### config.mk
export PLATFORM = sky130hd
export DESIGN_NAME = pmu_update_ctrl
export DESIGN_NICKNAME = d
export VERILOG_FILES = /design/src/rtl/pmu_pkg.sv /design/src/rtl/pmu_rst_sync.sv /design/src/rtl/pmu_trig_sel.sv /design/src/rtl/pmu_sat_cnt.sv /design/src/rtl/pmu_snap.sv /design/src/rtl/pmu_update_ctrl.sv
export SDC_FILE = /design/constraint.sdc
export NUM_CORES = 1
export LEC_CHECK = 0
export BUFFER_PORTS_ARGS = -buffer_cell sky130_fd_sc_hd__buf_2
export CAP_MARGIN = 20
export CORE_MARGIN = 2
export CORE_UTILIZATION = 57
export DETAILED_ROUTE_END_ITERATION = 7
export PLACE_DENSITY = 0.79
export SLEW_MARGIN = 15
export SYNTH_ARGS = -nofsm -noshare
export SYNTH_HDL_FRONTEND = slang
export SYNTH_SLANG_ARGS = --single-unit
export TNS_END_PERCENT = 20
### constraint.sdc
create_clock -name clk -period 2.3 [get_ports clk]
set_input_delay 0.345 -clock clk [delete_from_list [all_inputs] [get_ports clk]]
set_output_delay 0.345 -clock clk [all_outputs]
set_load 0.02 [all_outputs]
### src/rtl/pmu_pkg.sv
package pmu_pkg;
  // Index of each running counter inside the counter arrays
  typedef enum logic [0:0] {
    CNT_BIT = 1'b0,
    CNT_ERR = 1'b1
  } pmu_cnt_e;

  localparam int unsigned PMU_NUM_CNT = 2;
  localparam int unsigned PMU_CNT_W_DEF = 16;
endpackage

### src/rtl/pmu_rst_sync.sv
// Asynchronous assert, synchronous release of the active-low reset.
module pmu_rst_sync #(
  parameter int unsigned STAGES = 2
) (
  input  logic clk,
  input  logic rst_n,
  output logic rst_sync_n
);
  logic [STAGES-1:0] sync_q;
  logic [STAGES-1:0] sync_d;

  always_comb begin
    sync_d = {sync_q[STAGES-2:0], 1'b1};
  end

  always_ff @(posedge clk or negedge rst_n) begin
    if (!rst_n) begin
      sync_q <= '0;
    end else begin
      sync_q <= sync_d;
    end
  end

  assign rst_sync_n = sync_q[STAGES-1];
endmodule

### src/rtl/pmu_trig_sel.sv
// Picks the active request line and detects its rising edge.
module pmu_trig_sel (
  input  logic clk,
  input  logic rst_n,
  input  logic mode_glb,
  input  logic req_loc,
  input  logic req_glb,
  output logic sel_req,
  output logic trig
);
  logic sel_q;
  logic sel_d;

  always_comb begin
    sel_req = mode_glb ? req_glb : req_loc;
    sel_d   = sel_req;
    trig    = sel_req & ~sel_q;
  end

  always_ff @(posedge clk or negedge rst_n) begin
    if (!rst_n) begin
      sel_q <= 1'b0;
    end else begin
      sel_q <= sel_d;
    end
  end
endmodule

### src/rtl/pmu_sat_cnt.sv
// Saturating event counter with a synchronous restart that keeps the
// event of the restart cycle.
module pmu_sat_cnt #(
  parameter int unsigned CNT_W = 16
) (
  input  logic             clk,
  input  logic             rst_n,
  input  logic             clr,
  input  logic             inc,
  output logic [CNT_W-1:0] cnt
);
  localparam logic [CNT_W-1:0] CNT_MAX = {CNT_W{1'b1}};

  logic [CNT_W-1:0] cnt_q;
  logic [CNT_W-1:0] cnt_d;
  logic             cnt_en;

  always_comb begin
    cnt_en = clr | inc;
    cnt_d  = cnt_q;
    if (clr) begin
      cnt_d = {{(CNT_W-1){1'b0}}, inc};
    end else if (inc && (cnt_q != CNT_MAX)) begin
      cnt_d = cnt_q + 1'b1;
    end
  end

  always_ff @(posedge clk or negedge rst_n) begin
    if (!rst_n) begin
      cnt_q <= '0;
    end else if (cnt_en) begin
      cnt_q <= cnt_d;
    end
  end

  assign cnt = cnt_q;
endmodule

### src/rtl/pmu_snap.sv
// Holding registers and the completion flag.
module pmu_snap #(
  parameter int unsigned CNT_W = 16,
  parameter int unsigned N_CNT = 2
) (
  input  logic                        clk,
  input  logic                        rst_n,
  input  logic                        trig,
  input  logic                        sel_req,
  input  logic [N_CNT-1:0][CNT_W-1:0] run,
  output logic [N_CNT-1:0][CNT_W-1:0] hold,
  output logic                        done
);
  logic done_q;
  logic done_d;
  logic done_en;

  always_comb begin
    done_en = trig | done_q;
    done_d  = sel_req & (done_q | trig);
  end

  always_ff @(posedge clk or negedge rst_n) begin
    if (!rst_n) begin
      done_q <= 1'b0;
    end else if (done_en) begin
      done_q <= done_d;
    end
  end

  for (genvar gi = 0; gi < N_CNT; gi++) begin : g_hold
    logic [CNT_W-1:0] hold_q;
    always_ff @(posedge clk or negedge rst_n) begin
      if (!rst_n) begin
        hold_q <= '0;
      end else if (trig) begin
        hold_q <= run[gi];
      end
    end
    assign hold[gi] = hold_q;
  end

  assign done = done_q;
endmodule

### src/rtl/pmu_update_ctrl.sv
module pmu_update_ctrl
  import pmu_pkg::*;
#(
  parameter int unsigned CNT_W = PMU_CNT_W_DEF
) (
  input  logic             clk,
  input  logic             rst_n,
  input  logic             mode_glb,
  input  logic             req_loc,
  input  logic             req_glb,
  input  logic             bit_stb,
  input  logic             err_stb,
  output logic [CNT_W-1:0] bit_hold,
  output logic [CNT_W-1:0] err_hold,
  output logic             upd_done
);
  localparam int unsigned N_CNT = PMU_NUM_CNT;

  logic                        rst_sync_n;
  logic                        sel_req;
  logic                        trig;
  logic [N_CNT-1:0]            stb;
  logic [N_CNT-1:0][CNT_W-1:0] run;
  logic [N_CNT-1:0][CNT_W-1:0] hold;
  logic [CNT_W-1:0]            bit_run;
  logic [CNT_W-1:0]            err_run;

  pmu_rst_sync #(.STAGES(2)) u_rst (
    .clk        (clk),
    .rst_n      (rst_n),
    .rst_sync_n (rst_sync_n)
  );

  pmu_trig_sel u_trig (
    .clk      (clk),
    .rst_n    (rst_sync_n),
    .mode_glb (mode_glb),
    .req_loc  (req_loc),
    .req_glb  (req_glb),
    .sel_req  (sel_req),
    .trig     (trig)
  );

  always_comb begin
    stb          = '0;
    stb[CNT_BIT] = bit_stb;
    stb[CNT_ERR] = err_stb;
  end

  for (genvar gi = 0; gi < N_CNT; gi++) begin : g_cnt
    pmu_sat_cnt #(.CNT_W(CNT_W)) u_cnt (
      .clk   (clk),
      .rst_n (rst_sync_n),
      .clr   (trig),
      .inc   (stb[gi]),
      .cnt   (run[gi])
    );
  end

  pmu_snap #(.CNT_W(CNT_W), .N_CNT(N_CNT)) u_snap (
    .clk     (clk),
    .rst_n   (rst_sync_n),
    .trig    (trig),
    .sel_req (sel_req),
    .run     (run),
    .hold    (hold),
    .done    (upd_done)
  );

  assign bit_run  = run[CNT_BIT];
  assign err_run  = run[CNT_ERR];
  assign bit_hold = hold[CNT_BIT];
  assign err_hold = hold[CNT_ERR];
endmodule

==> flow_summary_export.csv, run 1 <==
group,metric,value,unit
place,place.gp.congestion,0.8382,
pwr,combPwrFrac,11.4,%
timing,report.final.slew_viol_count,0,
min_path,hp-class,"reg2async",
grt,met1_usage,28.31,%
setup_path,crit_chain,"ha_1, nand3_1, or3_1, or4_1, a21oi_1",
logic_synthesis,synth_cells,336,
place,hpwl,4164,µm
grt,grt_use_total,22.82,%
route,routedWlPerCell,14.10,µm
timing,skew,11.06,ps
logic_synthesis,synth_area_per_cell,9.224,µm²
timing,holdWs,275.1,ps
finish,instances_no_fill,450,
logic_synthesis,synth_top_family_by_area,"simple AND/OR/NAND/NOR gates",
floorplan,core.rowCount,26,
clocking,clock_latency,350,ps
logic_synthesis,ys.flop_type,"dfrtp_1",
route,dr.pass1.iters,4,
setup_path,crit_path_top_delay_cell,"or3_1",
logic_synthesis,netlist-cell-type-count,39,
grt,grtUsageMet2,38.36,%
logic_synthesis,synth-async-reset-ratio,100.0,%
logic_synthesis,synth_edf_count,0,
logic_synthesis,synthAdderAreaFrac,0.8074,%
logic_synthesis,synth_warnings,0,
run_status,status,"complete, no violations",
clocking,clkTransAtPathRegs,80,ps
route,vias,2567,
clocking,post_cts_resize_count,0,
pwr,cellLeakagePower,1.814,nW
setup_path,path_class,"reg2reg",
grt,antenna_found_initial,0,
setup_path,start_kind,"flop",
timing,timing.fmax,515.1,MHz
floorplan,core-area,0.005172,mm²
pwr,swShare,28.04,%
setup_path,reg2reg_from,"g_cnt[0].u_cnt.cnt[0]$_DFFE_PN0P_",
clocking,cts_root_buffer,"clkbuf_8",
finish,nNetsFinal,384,
place,post-place-cells,433,
route,wl,6345,µm
route,drcViolationCount,0,
clocking,cts_tree,"done",
floorplan,die-area,0.006043,mm²
run,drv_cap,0,
clocking,clock_sinks,68,
logic_synthesis,synth_mux_area_share,1.655,%
logic_synthesis,synth-seq-cells,68,
setup_path,worst_r2r_path_depth,5,
finish,layout_commonest_cell,"nand2_1",
floorplan,initial_utilization,59.92,%
timing,finalCriticalPeriod,1942,ps
logic_synthesis,syn-cell-area,0.003099,mm²
timing,relSlewSlack,54.49,%
clocking,htreeDepth,3,
floorplan,die_w,77.74,µm
setup_path,end_kind,"flop",
setup_path,crit_arrival,2220,ps
grt,grt_pass1_vias,2540,
logic_synthesis,syn_nets,345,
logic_synthesis,synth_simple_gate_area_share,28.58,%
setup_path,rrSetupSlack,360,ps
route,ant_nets,0,
logic_synthesis,synth_compound_area_share,10.78,%
floorplan,ios,40,
finish,areaGrowthSynthToFinish,14.94,%
timing,period_share,84.41,%
finish,num_antenna_cells,0,
pwr,power.density,726.1,mW/mm²
route,drtIter0Drc,172,
grt,grt.overflow.total,0,
pwr,finalPower,2.587,mW
setup_path,cp_data_required_time,2570,ps
logic_synthesis,synth_xor_area_share,0.2826,%
floorplan,die_h,77.74,µm
setup_path,crit_fanout,8,
finish,mostFrequentLayoutCells,"nand2_1 (112), dfrtp_1 (67), buf_2 (39)",
grt,grt_pass1_wl,11010,µm
timing,finalSetupViolations,0,
pwr,p_int,1.861,mW
place,port_buffers,39,
pwr,irDropWorstVdd,0.3759,mV
route,avgViaCountPerCell,5.704,
logic_synthesis,yosysSeqAreaShare,54.91,%
clocking,clock_path_buffers,2,
setup_path,r2r-end,"g_cnt[0].u_cnt.cnt[12]$_DFFE_PN0P_",
pwr,power.switching,0.7252,mW
timing,hold_viol,0,
timing,rsz0062_at_grt,"false",
setup_path,cpPeakStageDelay,450,ps
clocking,cts_setup_buffers,0,
pwr,clock_power_share,36.7,%
clocking,cts-buffers-inserted,9,
timing,setup-tns-final,0,ps
grt,grt_max_degree,67,
finish,drive_gt1_share,17.37,%
grt,met3_usage,4.186,%
grt,grt_busiest_layer,"met2",
timing,max_slew.worst_pin.slew,677.4,ps
pwr,seqPwrFrac,52.0,%
-- routing by layer --
layer | wire, µm | part of all wire, % | up-vias
li1 | - | - | 1258
met1 | 2900 | 46 | 1243
met2 | 3079 | 49 | 54
met3 | 241 | 3.8 | 12
met4 | 124 | 2.0 | 0
met5 | 0 | 0 | -
-- registers in the layout (all words and copies together), names as in the netlist --
register / cells
u_snap.done: 1
g_cnt.u_cnt.cnt: 32
u_trig.sel_q: 1
u_snap.g_hold.hold_q: 32
u_rst.sync_q: 2
-- synthesized netlist by cell type (5+ instances only) --
cell      instances  share of area (%)
or4_1             9                2.2
dfrtp_1          68                 55
nor3_1            7                1.1
a21oi_1          16                2.6
clkbuf_1         11                1.3
o21ai_0          11                1.8
nor2_1            8               0.97
o31ai_1           5                1.2
nand3_1          11                1.8
or3_1             9                1.8
o211ai_1          7                1.7
nand4_1          12                2.4
nand2_1         112                 14
-- kinds of logic (layout without fill, tap and decap cells) --
group | Yosys count | after routing
multiplexers | 5 | 5
other | 1 | 1
adder cells (fa/ha/maj) | 2 | 2
buffers and inverters | 22 | 66
AO/OA/AOI/OAI | 52 | 52
XOR/XNOR | 1 | 1
AND/OR/NAND/NOR | 185 | 185
flip-flops | 68 | 68
-- critical path, delay by kind of cell (launching register included) --
kind / cells / cell delay [ps]
DFF: 1 / 430
AOI/OAI and AO/OA: 1 / 150
adders and majority gates: 1 / 270
and+or+nand+nor: 3 / 1030
-- how the worst max path moves through the flow --
stage                                               to                         startpoint
finish              g_cnt[0].u_cnt.cnt[12]$_DFFE_PN0P_  g_cnt[0].u_cnt.cnt[0]$_DFFE_PN0P_
global route         g_cnt[1].u_cnt.cnt[4]$_DFFE_PN0P_  g_cnt[1].u_cnt.cnt[0]$_DFFE_PN0P_
CTS                 g_cnt[0].u_cnt.cnt[12]$_DFFE_PN0P_  g_cnt[0].u_cnt.cnt[0]$_DFFE_PN0P_
detailed placement  g_cnt[0].u_cnt.cnt[10]$_DFFE_PN0P_  g_cnt[0].u_cnt.cnt[0]$_DFFE_PN0P_
global placement    g_cnt[0].u_cnt.cnt[12]$_DFFE_PN0P_  g_cnt[0].u_cnt.cnt[0]$_DFFE_PN0P_
floorplan            g_cnt[0].u_cnt.cnt[0]$_DFFE_PN0P_          u_rst.sync_q[1]$_DFF_PN0_
-- through the flow --
stage	area (µm²)	worst slack, ps	util [%]
floorplan	3099	266.2	-
global placement	3368	469.6	65.12
detailed placement	3368	402.5	65.12
CTS	3562	357.9	68.87
global route	3562	192.4	68.87
finish	3562	358.5	68.87
-- timing repair --
item / CTS / global route
setup endpoints to repair: 0 / 0
hold buffers: 1 / 0
hold endpoints to repair: 2 / 0
-- final cells by class --
type	count	area, µm²
Clock buffer	11	131.4
Clock inverter	5	52.55
Fill cell	412	1610
Inverter	4	15.01
Multi-Input combinational cell	246	1310
Sequential cell	68	1703
Tap cell	70	87.58
Timing Repair Buffer	46	262.8
-- power groups by stage --
stage                     Combinational (mW)  Clock, mW  Sequential [mW]
after detailed placement               0.296          0             1.36
after floorplan                        0.148          0             1.41
final                                  0.294      0.948             1.34
after global placement                 0.288          0             1.36
after global routing                   0.330      0.999             1.36
after CTS                              0.300      0.950             1.34
Note: power is estimated with default switching activity, not from simulation.
==> run 2: changes to the inputs <==
Settings changed: CORE_UTILIZATION 57 to 52, PLACE_DENSITY 0.79 to 0.76.
Clock period 2.3 ns to 1.7 ns, I/O delays scaled along.
==> run 2 against run 1 <==
Maximum frequency is 16% higher. Via count increased by 8.1%. Clock skew decreased by 0.64 ps. Critical path depth unchanged. Sequential share of layout area shrank 4.5 points. Utilization down 1.7 points. Sequential power rose by 34%. Clock power is 68% higher. Cell area increased by 10%. Combinational power is 83% higher. Highest routed layer unchanged.
==> flow_summary_export.csv, run 2 (same netlist as run 1, synthesis figures left out) <==
group,metric,value,unit
route,vias,2774,
floorplan,core.rowCount,28,
floorplan,core-area,0.005851,mm²
timing,skew,10.42,ps
route,ant_nets,0,
timing,finalSetupViolations,0,
finish,mostFrequentLayoutCells,"nand2_1 (111), dfrtp_1 (66), buf_2 (39)",
clocking,cts_root_buffer,"clkbuf_8",
clocking,cts_tree,"done",
timing,hold_viol,0,
timing,finalCriticalPeriod,1678,ps
setup_path,cp_data_required_time,1980,ps
place,place.gp.congestion,0.8485,
floorplan,ios,40,
setup_path,crit_arrival,1950,ps
timing,fin_ws,22.12,ps
timing,report.final.slew_viol_count,0,
timing,timing.fmax,596.0,MHz
floorplan,die_w,81.20,µm
route,routedWlPerCell,14.33,µm
run,drv_cap,0,
setup_path,cpPeakStageDelay,510,ps
setup_path,crit_path_top_delay_cell,"or4_1",
min_path,hp-class,"reg2async",
pwr,power.density,995.4,mW/mm²
grt,grt_pass1_vias,2658,
finish,final_cell_area,0.003933,mm²
grt,grt_max_degree,52,
clocking,clock_path_buffers,2,
grt,grt_use_total,23.33,%
clocking,cts-buffers-inserted,9,
route,drcViolationCount,0,
finish,num_antenna_cells,0,
clocking,clock_sinks,68,
place,post_dp_cell_area,0.003640,mm²
finish,instances_no_fill,490,
floorplan,initial_utilization,52.97,%
finish,drive_gt1_share,26.27,%
floorplan,die_h,81.20,µm
setup_path,path_class,"reg2reg",
timing,rsz0062_at_grt,"true",
setup_path,end_kind,"flop",
route,dr.max_layer_used,"met4",
setup_path,start_kind,"flop",
grt,grt.overflow.total,0,
route,wl,7020,µm
timing,period_share,98.70,%
finish,nNetsFinal,419,
route,drtIter0Drc,164,
clocking,htreeDepth,3,
run_status,status,"complete, no violations",
place,post-place-ws,-14.55,ps
timing,setup-tns-final,0,ps
clocking,clkTransAtPathRegs,70,ps
setup_path,path_buf_inv,0,
route,routed-wl-met2,3551,µm
setup_path,crit_fanout,4,
route,dr.pass1.iters,4,
route,avgViaCountPerCell,5.661,
finish,areaGrowthSynthToFinish,26.89,%
floorplan,die-area,0.006593,mm²
finish,layout_commonest_cell,"nand2_1",
setup_path,crit_chain,"ha_1, nand4_1, o211ai_1, or4_1, a21oi_1",
grt,antenna_found_initial,0,
place,hpwl,4720,µm
clocking,clock_latency,350,ps
setup_path,crit_family,"simple AND/OR/NAND/NOR gates",
grt,grt_pass1_wl,11660,µm
pwr,irDropWorstVdd,0.5434,mV
pwr,cellLeakagePower,2.029,nW
place,post-place-cells,470,
route,met3WireLength,276,µm
route,wl_met1,3094,µm
place,port_buffers,39,
-- run 2: worst reg2reg max path, stage by stage (launching register included) --
cell      delay, ps
dfrtp_1         380
ha_1            210
nand4_1         170
o211ai_1        170
or4_1           510
a21oi_1         170
-- run 2: timing repair --
item                       in CTS  in global routing
hold buffers                    1                  0
gates resized for setup         2                  8
buffers inserted                1                  2
setup endpoints to repair       4                 16
pin swaps                       2                  3
hold endpoints to repair        2                  0
-- run 2: metrics by stage --
stage / total power, mW / hold WS, ps / utilization, %
6_report: 3.914 / 192.3 / 67.22
5_1_grt: 4.093 / 188.5 / 67.22
4_1_cts: 3.925 / 187.1 / 66.57
3_5_place_dp: 2.357 / 42.12 / 62.21
3_3_place_gp: 2.337 / 39.60 / 62.21
2_1_floorplan: 2.107 / -40.59 / -
-- run 2: final timing paths --
path | startpoint | endpoint | slack (ps) | cells past startpoint
max | g_cnt[1].u_cnt.cnt[0]$_DFFE_PN0P_ | g_cnt[1].u_cnt.cnt[15]$_DFFE_PN0P_ | 20 | 5
max reg2reg | g_cnt[1].u_cnt.cnt[0]$_DFFE_PN0P_ | g_cnt[1].u_cnt.cnt[15]$_DFFE_PN0P_ | 20 | 5
min | u_rst.sync_q[1]$_DFF_PN0_ | u_snap.g_hold[1].hold_q[7]$_DFFE_PN0N_ | 190 | 0
min in group clk | req_loc | u_trig.sel_q$_DFF_PN0_ | 190 | 2
min reg2reg | u_rst.sync_q[1]$_DFF_PN0_ | u_snap.g_hold[1].hold_q[7]$_DFFE_PN0N_ | 190 | 0
max in group asynchronous | u_rst.sync_q[1]$_DFF_PN0_ | g_cnt[0].u_cnt.cnt[5]$_DFFE_PN0P_ | 900 | 1
-- run 2: area by class of cell --
| type | instances | area [µm²] |
|---|---|---|
| Clock buffer | 11 | 131.4 |
| Clock inverter | 5 | 100.1 |
| Fill cell | 483 | 1918 |
| Inverter | 4 | 15.01 |
| Multi-Input combinational cell | 246 | 1338 |
| Sequential cell | 68 | 1704 |
| Tap cell | 75 | 93.84 |
| Timing Repair Buffer | 81 | 550.5 |
-- run 2: where the power goes --
group	switching [mW]	leakage (nW)	internal (mW)	total [mW]
clock	0.614	0.117	0.971	1.59
combinational	0.325	0.986	0.213	0.538
sequential	0.0732	0.925	1.72	1.79
total	1.01	2.03	2.90	3.91
-- run 2: per-layer routing --
metal  up-vias  track usage (%)
met5         -                0
met4         0            9.661
met3        12            5.778
met2        57            40.17
met1      1371            27.89
li1       1334                -
==> run 3: changes to the inputs <==
Settings changed: CORE_MARGIN 2 to 1.
==> run 3 against run 2 <==
The flow now finishes with violations (setup timing). Via count down 1.8%. Combinational power is essentially flat. Global-route usage up 0.72 points. Sequential share of layout area rose by 0.88 points. Clock power decreased by 17%. Critical path type unchanged. Clock-buffer cell count rose by 1.
==> flow_summary_export.csv, run 3 (same netlist as run 1, synthesis figures left out) <==
group,metric,value,unit
run_status,status,"finished with violations",
run_status,violations,"setup timing",
clocking,clock_sinks,68,
place,hpwl,4488,µm
timing,rsz0062_at_grt,"true",
pwr,power.density,944.5,mW/mm²
run,drv_cap,0,
finish,drive_gt1_share,26.10,%
clocking,clock_path_buffers,2,
clocking,clkTransAtPathRegs,70,ps
setup_path,end_kind,"flop",
finish,num_antenna_cells,0,
min_path,hp-class,"in2reg",
clocking,clock_latency,350,ps
finish,fillers,479,
timing,finalCriticalPeriod,1714,ps
pwr,irDropWorstVdd,0.5695,mV
place,post-place-cells,464,
route,vias,2725,
floorplan,die_h,79.20,µm
route,routedWlPerCell,14.27,µm
route,dr.pass1.iters,4,
setup_path,crit_arrival,2000,ps
setup_path,critPathLaunch,"g_cnt[0].u_cnt.cnt[1]$_DFFE_PN0P_",
grt,grt_max_degree,50,
floorplan,core-area,0.005642,mm²
grt,grt.overflow.total,0,
floorplan,die_w,79.20,µm
route,drcViolationCount,0,
grt,grt_pass1_vias,2608,
setup_path,reg2reg_from,"g_cnt[0].u_cnt.cnt[1]$_DFFE_PN0P_",
route,wl,6876,µm
setup_path,path_class,"reg2reg",
finish,areaGrowthSynthToFinish,24.26,%
pwr,cellLeakagePower,1.979,nW
finish,multi_input_area,0.001349,mm²
setup_path,crit_fanout,8,
place,place.gp.congestion,0.8420,
timing,finalSetupViolations,2,
clocking,cts-buffers-inserted,9,
setup_path,start_kind,"flop",
floorplan,core.rowCount,27,
floorplan,die-area,0.006273,mm²
timing,hold_viol,0,
timing,setup-tns-final,-28.32,ps
timing,report.final.slew_viol_count,0,
finish,seq_area,0.001703,mm²
finish,instances_no_fill,482,
route,ant_nets,0,
grt,grt_use_total,24.05,%
clocking,cts_root_buffer,"clkbuf_8",
clocking,htreeDepth,3,
grt,grt_pass1_wl,11570,µm
timing,timing.fmax,583.4,MHz
timing,skew,9.389,ps
finish,layout_commonest_cell,"nand2_1",
finish,utilization,68.26,%
timing,period_share,100.8,%
setup_path,cp_data_required_time,1980,ps
route,drtIter0Drc,151,
min_path,min_from,"req_glb",
timing,fin_ws,-14.19,ps
finish,mostFrequentLayoutCells,"nand2_1 (112), dfrtp_1 (67), buf_2 (39)",
floorplan,initial_utilization,54.93,%
place,port_buffers,39,
floorplan,ios,40,
grt,antenna_found_initial,0,
clocking,cts_tree,"done",
route,avgViaCountPerCell,5.654,
finish,nNetsFinal,414,
==> run 3: cell types whose count changed in the layout (fill, tap and decap cells not counted), moves of 2 or more <==
cell       before  now
a21oi_1        15   11
a21oi_2         1    5
buf_4          38   34
bufinv_16       3    1
==> run 3: power by group <==
group          internal [mW]  switching (mW)
Combinational          0.209           0.328
Clock                  0.716           0.600
Sequential              1.72          0.0662
Total                   2.64           0.994
==> run 3: area by class of cell <==
cell class / instances / area share, %
Clock buffer: 12 / 3.769
Clock inverter: 4 / 1.267
Inverter: 4 / 0.3899
Multi-Input combinational cell: 246 / 35.02
Sequential cell: 68 / 44.22
Tap cell: 72 / 2.339
Timing Repair Buffer: 76 / 13.00
==> run 3: critical path, stage by stage, from the launching register on <==
cell,delay (ps)
dfrtp_1,360
ha_2,180
nand3_1,110
or3_4,400
or4_4,440
a21oi_2,150
==> run 3: path summary, 6_finish.rpt <==
| check | to | slack, ps | cells after the start |
|---|---|---|---|
| setup reg to reg | g_cnt[0].u_cnt.cnt[12]$_DFFE_PN0P_ | -10 | 5 |
| max in group asynchronous | u_snap.done$_DFFE_PN0P_ | 1210 | 1 |
| hold / removal | u_trig.sel_q$_DFF_PN0_ | 180 | 2 |
| hold reg to reg | g_cnt[1].u_cnt.cnt[11]$_DFFE_PN0P_ | 260 | 1 |
| setup / recovery | g_cnt[0].u_cnt.cnt[12]$_DFFE_PN0P_ | -10 | 5 |
| min in group asynchronous | u_rst.sync_q[0]$_DFF_PN0_ | 210 | 2 |
==> run 3: through the flow <==
step	power (mW)	setup WS (ps)	hold WS, ps	instance area, µm²
after floorplan	2.107	-75.36	-40.59	3100
after global placement	2.323	53.16	41.16	3601
after detailed placement	2.344	-28.06	42.69	3601
after CTS	3.662	7.116	177.2	3819
after global routing	3.810	-78.60	196.7	3851
final	3.638	-14.19	183.8	3851
==> run 3: routing by layer <==
layer	routed length, µm	global-route usage, %	vias to the layer above	share of wire (%)
li1	-	-	1324	-
met1	3090	29.63	1320	45
met2	3374	40.78	67	49
met3	266	4.483	14	3.9
met4	145	11.09	0	2.1
met5	0	0	-	0
==> run 3: repair_timing <==
| action | in CTS | in global routing |
|---|---|---|
| buffers inserted | 0 | 1 |
| setup endpoints to repair | 3 | 13 |
| endpoints found under the hold margin | 2 | 0 |
| hold buffers | 1 | 0 |
| resized for setup | 3 | 9 |
| pin swaps | 0 | 3 |
